$ cat src/rtl/read_cas_pipe.sv
module read_cas_pipe #(
  parameter int CL_W        = 3,
  parameter int OPM_W       = 2,
  parameter int BL_W        = 3,
  parameter int MAX_BL_LOG2 = 3
)(
  input  logic                   clk,
  input  logic                   rst_n,
  input  logic                   rd_cmd,
  input  logic [CL_W-1:0]        mode_cl,
  input  logic [OPM_W-1:0]       mode_op,
  input  logic [BL_W-1:0]        mode_bl,
  output logic                   dq_oe,
  output logic                   dq_valid,
  output logic [MAX_BL_LOG2-1:0] dq_beat,
  output logic                   mode_err
);

  localparam logic [CL_W-1:0] CL_TWO   = CL_W'(2);
  localparam logic [CL_W-1:0] CL_THREE = CL_W'(3);
  localparam logic [BL_W-1:0] BL_MAX   = BL_W'(MAX_BL_LOG2);

  logic [CL_W-1:0]        cfg_cl;
  logic [OPM_W-1:0]       cfg_op;
  logic [BL_W-1:0]        cfg_bl;
  logic [2:0]             pipe;
  logic [MAX_BL_LOG2-1:0] rem;
  logic [MAX_BL_LOG2-1:0] bl_last;
  logic                   idle, cl3, accept, oe_pre, launch;

  function automatic logic mode_ok(input logic [CL_W-1:0] cl,
                                   input logic [OPM_W-1:0] op,
                                   input logic [BL_W-1:0] bl);
    return (cl == CL_TWO || cl == CL_THREE) && (op == '0) && (bl <= BL_MAX);
  endfunction

  assign idle     = (pipe == '0) && (rem == '0);
  assign accept   = rd_cmd && (idle ? mode_ok(mode_cl, mode_op, mode_bl)
                                    : mode_ok(cfg_cl, cfg_op, cfg_bl));
  assign cl3      = (cfg_cl == CL_THREE);
  assign oe_pre   = cl3 ? pipe[1] : pipe[0];
  assign launch   = cl3 ? pipe[2] : pipe[1];
  assign bl_last  = MAX_BL_LOG2'((32'd1 << cfg_bl) - 32'd1);
  assign mode_err = !mode_ok(cfg_cl, cfg_op, cfg_bl);

  always_ff @(posedge clk) begin
    if (!rst_n) begin
      cfg_cl   <= CL_TWO;
      cfg_op   <= '0;
      cfg_bl   <= '0;
      pipe     <= '0;
      rem      <= '0;
      dq_valid <= 1'b0;
      dq_oe    <= 1'b0;
      dq_beat  <= '0;
    end else begin
      if (idle) begin
        cfg_cl <= mode_cl;
        cfg_op <= mode_op;
        cfg_bl <= mode_bl;
      end
      pipe  <= {pipe[1] & cl3, pipe[0], accept};
      dq_oe <= oe_pre | launch | (rem != '0);
      if (launch) begin
        rem      <= bl_last;
        dq_valid <= 1'b1;
        dq_beat  <= '0;
      end else if (rem != '0) begin
        rem      <= rem - 1'b1;
        dq_valid <= 1'b1;
        dq_beat  <= dq_beat + 1'b1;
      end else begin
        dq_valid <= 1'b0;
        dq_beat  <= '0;
      end
    end
  end

endmodule


$ cat config.mk
export PLATFORM = sky130hd
export DESIGN_NAME = read_cas_pipe
export DESIGN_NICKNAME = d
export VERILOG_FILES = /design/src/rtl/read_cas_pipe.sv
export SDC_FILE = /design/constraint.sdc
export NUM_CORES = 1
export LEC_CHECK = 0
export BUFFER_PORTS_ARGS = -buffer_cell sky130_fd_sc_hd__buf_2
export CORE_MARGIN = 2
export CORE_UTILIZATION = 46
export CTS_CLUSTER_DIAMETER = 150
export DETAILED_ROUTE_END_ITERATION = 12
export PLACE_DENSITY = 0.74
export REMOVE_ABC_BUFFERS = 1
export SLEW_MARGIN = 40
export SYNTH_ARGS = -nofsm -noshare
export SYNTH_HDL_FRONTEND = slang
export SYNTH_SLANG_ARGS = --single-unit
$ cat constraint.sdc
create_clock -name clk -period 1.9 [get_ports clk]
set_input_delay 0.57 -clock clk [delete_from_list [all_inputs] [get_ports clk]]
set_output_delay 0.57 -clock clk [all_outputs]
set_load 0.02 [all_outputs]
After elaboration in Yosys (flattened, before gate mapping)
Index checks and enable logic that the tools add are counted.
{"block": "op_classes", "n_addsub": 3, "n_lt_le_gt_ge": 2, "eq_ne": 4, "shifts": 1, "muxes": 7, "bitwise": 5, "n_reduce_logical": 16}
{"operator": "== test 3 x 2 -> 1 bit, second input constant", "count": 4}
{"operator": "<= comparator 3 x 2 -> 1 bit, second input constant", "count": 2}
{"operator": "logical AND 1 bit", "count": 6}
{"operator": "logical NOT 3 bit", "count": 2}
{"operator": "two-way mux 3 bit", "count": 2}
{"operator": "subtractor 3 x 1 -> 3 bit, second input constant", "count": 2}
{"operator": "two-way mux 1 bit", "count": 5}
{"operator": "logical NOT 2 bit", "count": 2}
{"operator": "adder 3 x 1 -> 3 bit, second input constant", "count": 1}
{"operator": "nonzero test 3 bit", "count": 1}
{"operator": "OR reduction 3 bit", "count": 1}
{"operator": "left shift 1 x 3 -> 3 bit, first input constant", "count": 1}
{"operator": "logical OR 1 bit", "count": 2}
{"operator": "inverter 1 bit", "count": 2}
{"operator": "bitwise OR 1 bit", "count": 2}
{"operator": "nonzero test 2 bit", "count": 1}
{"operator": "AND 1 bit", "count": 1}
{"operator": "logical NOT 1 bit", "count": 1}
{"block": "totals", "regBits": 19, "in_bits": 11, "elab_cells": 46}

Depth between registers and ports, before layout
Gate-level depths: netlist of the first run.
{"block": "logic_depth", "ltp_word": 6, "mapped_depth": 8, "depth_no_buf": 8}

Worst setup path before layout of the first run
No wires, ideal clock.
{"block": "synth_timing", "path_type": "register -> register", "start": "reg rem[0]", "end": "reg pipe[0]", "t_arrival_ns": 1.846, "t_required_ns": 1.834, "path_slack_ns": -0.012, "stages_incl_launch_ff": 6, "n_path_buf": 1, "period_less_slack_ns": 1.912, "cell_sequence": "dfxtp_1 > or3_4 > or4_4 > buf_6 > or4_4 > a21oi_2"}
{"block": "synth_between", "elab_chain_cells": 4}
{"element": "start, declared", "line_no": "27", "rtl": "logic [MAX_BL_LOG2-1:0] rem;"}
{"element": "start signal, assigned", "line_no": "65", "rtl": "rem <= bl_last;"}
{"element": "start signal, assigned", "line_no": "69", "rtl": "rem <= rem - 1'b1;"}
{"element": "logical NOT 3 bit", "line_no": "37", "rtl": "assign idle = (pipe == '0) && (rem == '0);"}
{"element": "logical AND 1 bit", "line_no": "37"}
{"element": "two-way mux 1 bit", "line_no": "38", "rtl": "assign accept = rd_cmd && (idle ? mode_ok(mode_cl, mode_op, mode_bl)"}
{"element": "logical AND 1 bit", "line_no": "38"}
{"element": "end signal, assigned", "line_no": "62", "rtl": "pipe <= {pipe[1] & cl3, pipe[0], accept};"}
{"element": "end, declared", "line_no": "26", "rtl": "logic [2:0] pipe;"}
No other way between the ends.
A chain may end at the register's enable or synchronous reset.

Worst setup path in the final report of the first run
Same ends and word-level chain as after synthesis.

==> results.tsv, run 1 <==
metric	value	unit
clk_path_buf_depth	2	
antenna_found_initial	0	
crit_arrival	2.10	ns
place_hpwl	1070	um
maxCapViolCount	0	
cts-buffers-inserted	3	
synth_edf_count	0	
die-area	2160	um^2
pre_cts_ws	0.0612	ns
drc	0	
ant_nets	0	
final_common_cell	dfxtp_1	
htreeDepth	1	
core.rowCount	15	
layout.nets	119	
synth.distinct_cells	29	
min_from	dq_beat[0]	
ys_ff_latch	19	
grt_pass1_wl	2420	um
grt_pass1_vias	594	
ys.flop_type	dfxtp_1	
syn_area	831	um^2
synthAdderAreaFrac	3.01	%
place_inst	123	
n_fill_cell	151	
synth_area_per_cell	10.1	um^2
antenna_cells	0	
grt_overflow_total	0	
place.port_buffers	16	
finalCriticalPeriod	1.86	ns
outcome	finished, final reports clean	
cts_sinks	19	
wl_per_cell	12.0	um
multiInputGateArea	439	um^2
routed_via_density	5.01	
muxShareOfSynthArea	12.0	%
synth_top_family_by_area	simple AND/OR/NAND/NOR gates	
fmax	537	MHz
clock_latency	0.30	ns
power_leakage	0.436	nW
grt_max_degree	20	
path_class	flip-flop to flip-flop	
utilization	59.0	%
die_height	46.5	um
crit_required	2.14	ns
fin_cells	130	
crit_fanout	4	
worst_pin_slew	0.359	ns
final-max-slew-violation-count	0	
seq_area_frac_synth	45.8	%
hold_class	flip-flop to flip-flop	
drt_iter0_drc	5	
root_buffer	clkbuf_4	
critPathLaunch	rem[0]	
synthSimpleGateAreaFrac	30.0	%
async_flop_share	0	%
setup_viol	0	
startpoint_type	flip-flop	
skew	0.00704	ns
drive_above_1_share	32.4	%
drt-total-wl	1560	um
seqCellArea	382	um^2
cts_tree	done	
firstDrtPassIters	4	
mostFrequentLayoutCells	dfxtp_1 (18), buf_2 (16), nor2b_1 (10)	
clkTransAtPathRegs	0.10	ns
initial_utilization	48.6	%
worstReg2RegStart	rem[0]	
gp_congestion	0.715	
timing.final.crit_share	98.0	%
grt_usage	16.6	%
num_vias	651	
pin_count	17	
worst_setup_path_end_kind	flip-flop	
setup_ws	0.0387	ns
setup_tns	0	ns
ys_warn_count	0	
pwr_density_cell	1430	nW/um^2
max-vdd-ir-drop	0.674	mV
core_region_area	1710	um^2
hold_violations	0	
synth_xor_area_share	1.05	%
synth_compound_area_share	5.42	%
synthToLayoutAreaGrowth	21.2	%
die_w	46.5	um
syn_inst	82	
slew_headroom	75.9	%
-- area by class of cell --
class / count / area share (%)
multi-input combinational: 59 / 43.6
sequential: 19 / 37.9
timing repair buffer: 22 / 12.4
tap: 25 / 3.11
clock buffer: 4 / 2.61
inverter: 1 / 0.373
-- cell usage after synthesis, types with 2 or more instances --
cell type   n  area [um^2]
nor3_1      3         15.0
nor2b_1    10         62.6
nor2_1      5         18.8
or4_4       2         22.5
nand3b_1    3         22.5
nor3b_1     2         15.0
nand3_1     2         10.0
ha_1        2         25.0
nand2_1     5         18.8
mux2i_1    10          100
clkbuf_1    2         7.51
dfxtp_1    19          380
-- critical path, cell delays in order, from the launching register on --
cell,delay (ns)
dfxtp_2,0.36
or3_4,0.40
or4_4,0.43
or4_4,0.50
a21oi_2,0.12
-- state kept, by name, summed over array words and instances (netlist names) --
signal,count
cfg_bl,3
cfg_cl,3
cfg_op,2
dq_beat,3
dq_oe,1
dq_valid,1
pipe,3
rem,3
-- worst paths after layout --
| path | to | slack [ns] | cells past startpoint |
|---|---|---|---|
| hold reg to reg | dq_beat[0] | 0.45 | 1 |
| setup / recovery | pipe[0] | 0.04 | 4 |
| setup reg to reg | pipe[0] | 0.04 | 4 |
| hold / removal | dq_beat[0] | 0.45 | 1 |
-- repair_timing --
item / in CTS / in global routing
gates resized for setup: 0 / 5
endpoints found under the setup margin: 0 / 1
buffers inserted: 0 / 3
hold buffers: 0 / 0
-- metrics by stage --
step	hold slack, ns	total power, mW	cell area [um^2]
2_1_floorplan	0.447	1.05	812
3_3_place_gp	0.425	1.21	946
3_5_place_dp	0.447	1.22	946
4_1_cts	0.461	1.42	972
5_1_grt	0.474	1.56	1010
6_report	0.452	1.44	1010
-- metal layers --
metal	track usage [%]	up-vias	routed length, um
met1	18.0	293	653
met2	27.2	22	785
li1	-	331	-
met4	8.57	0	31
met5	0	-	0
met3	7.06	5	91
-- report_power, final --
| part | switching [mW] | internal, mW |
|---|---|---|
| combinational | 0.311 | 0.322 |
| sequential | 0.0911 | 0.518 |
| clock | 0.114 | 0.0819 |
-- cell families after synthesis --
logic type / after synthesis
AND/OR/NAND/NOR: 40
flip-flops: 19
multiplexers: 10
AO/OA/AOI/OAI: 6
buffers and inverters: 4
adder cells (fa/ha/maj): 2
XOR/XNOR: 1
Power figures use the tool's default switching activity.
==> run 2, diff against run 1 <==
- CELL_PAD_IN_SITES_DETAIL_PLACEMENT: unset -> 0
- CELL_PAD_IN_SITES_GLOBAL_PLACEMENT: unset -> 1
- CORE_UTILIZATION: 46 -> 35
==> results.tsv, run 2 (synthesis gave the netlist of run 1 again) <==
metric	value	unit
power_leakage	0.448	nW
cts-hold-fix-buffers	0	
clk_path_buf_depth	2	
cts-buffers-inserted	3	
initial_utilization	37.2	%
gp_congestion	0.811	
skew	0.000872	ns
clock_latency	0.29	ns
num_vias	650	
final_common_cell	dfxtp_1	
max-vdd-ir-drop	0.801	mV
firstDrtPassIters	2	
ant_nets	0	
grt_overflow_total	0	
routed_via_density	4.89	
layout.nets	119	
drive_above_1_share	34.3	%
drt_iter0_drc	3	
grt_max_degree	20	
die_height	52.7	um
maxCapViolCount	0	
clkTransAtPathRegs	0.10	ns
rrSetupSlack	0.06	ns
htreeDepth	1	
die_w	52.7	um
startpoint_type	flip-flop	
place_area	965	um^2
hold_class	flip-flop to flip-flop	
core_region_area	2230	um^2
worst_pin_slew	0.404	ns
outcome	finished, final reports clean	
antenna_found_initial	0	
setup_viol	0	
place_hpwl	1040	um
grt_pass1_vias	596	
cp_slowest_stage_delay	0.49	ns
crit_chain	or3_4 > or4_4 > or4_4 > a21oi_2	
cts_tree	done	
core.rowCount	17	
slew_headroom	72.9	%
synthToLayoutAreaGrowth	24.2	%
crit_fanout	4	
fmax	542	MHz
grt_usage	12.0	%
hold_violations	0	
slowest_stage	or4_4	
antenna_cells	0	
place.port_buffers	16	
worst_setup_path_end_kind	flip-flop	
wl_per_cell	11.3	um
crit_required	2.14	ns
root_buffer	clkbuf_4	
final-max-slew-violation-count	0	
timing.final.crit_share	97.1	%
pin_count	17	
cts_sinks	19	
crit_arrival	2.08	ns
finalCriticalPeriod	1.84	ns
setup_tns	0	ns
die-area	2780	um^2
pwr_density_cell	1420	nW/um^2
utilization	46.2	%
path_class	flip-flop to flip-flop	
path_common_cell	or4_4	
drt-total-wl	1510	um
mostFrequentLayoutCells	dfxtp_1 (17), buf_2 (16), nor2b_1 (9)	
drc	0	
design_area	1030	um^2
grt_pass1_wl	2410	um
-- run 2: through the flow --
step | setup WS (ns) | cells | hold slack [ns] | power [mW]
floorplan | 0.0182 | 79 | 0.447 | 1.05
CTS | 0.00964 | 132 | 0.450 | 1.44
detailed placement | 0.0579 | 128 | 0.433 | 1.23
finish | 0.0555 | 133 | 0.445 | 1.47
global route | -0.0343 | 133 | 0.460 | 1.58
global placement | 0.0738 | 128 | 0.426 | 1.23
-- run 2: critical path: cells and delay by family (launching register included) --
kind,cells,cell delay (ns)
compound gates,1,0.12
flops,1,0.35
simple gates,3,1.32
-- run 2: final timing paths --
kind / startpoint / endpoint / cells past startpoint
setup / recovery: rem[0] / pipe[0] / 4
hold reg to reg: dq_beat[0] / dq_beat[0] / 1
setup reg to reg: rem[0] / pipe[0] / 4
hold / removal: dq_beat[0] / dq_beat[0] / 1
-- run 2: area by class of cell --
class / count / area, um^2
flip-flops and latches: 19 / 383
well taps: 28 / 35.0
fillers: 231 / 1200
inverters: 1 / 3.75
multi-input cells: 59 / 455
repair buffers: 22 / 129
clock buffers: 4 / 26.3
-- run 2: repair_timing --
action	4_1_cts	5_1_grt
setup endpoints to repair	0	1
resized for setup	0	9
buffers inserted	0	1
hold endpoints to repair	0	0
-- run 2: per-layer routing --
layer	routed length, um	vias up	track usage (%)	part of all wire [%]
met4	31	0	8.97	2.1
li1	-	335	-	-
met5	0	-	0	0
met3	44	4	2.57	2.9
met1	709	303	14.1	47
met2	720	8	19.0	48
-- run 2: power by group --
part | total, mW | internal, mW | switching, mW
Sequential | 0.602 | 0.519 | 0.0832
Clock | 0.202 | 0.0817 | 0.120
Combinational | 0.666 | 0.346 | 0.320
Total | 1.47 | 0.947 | 0.524
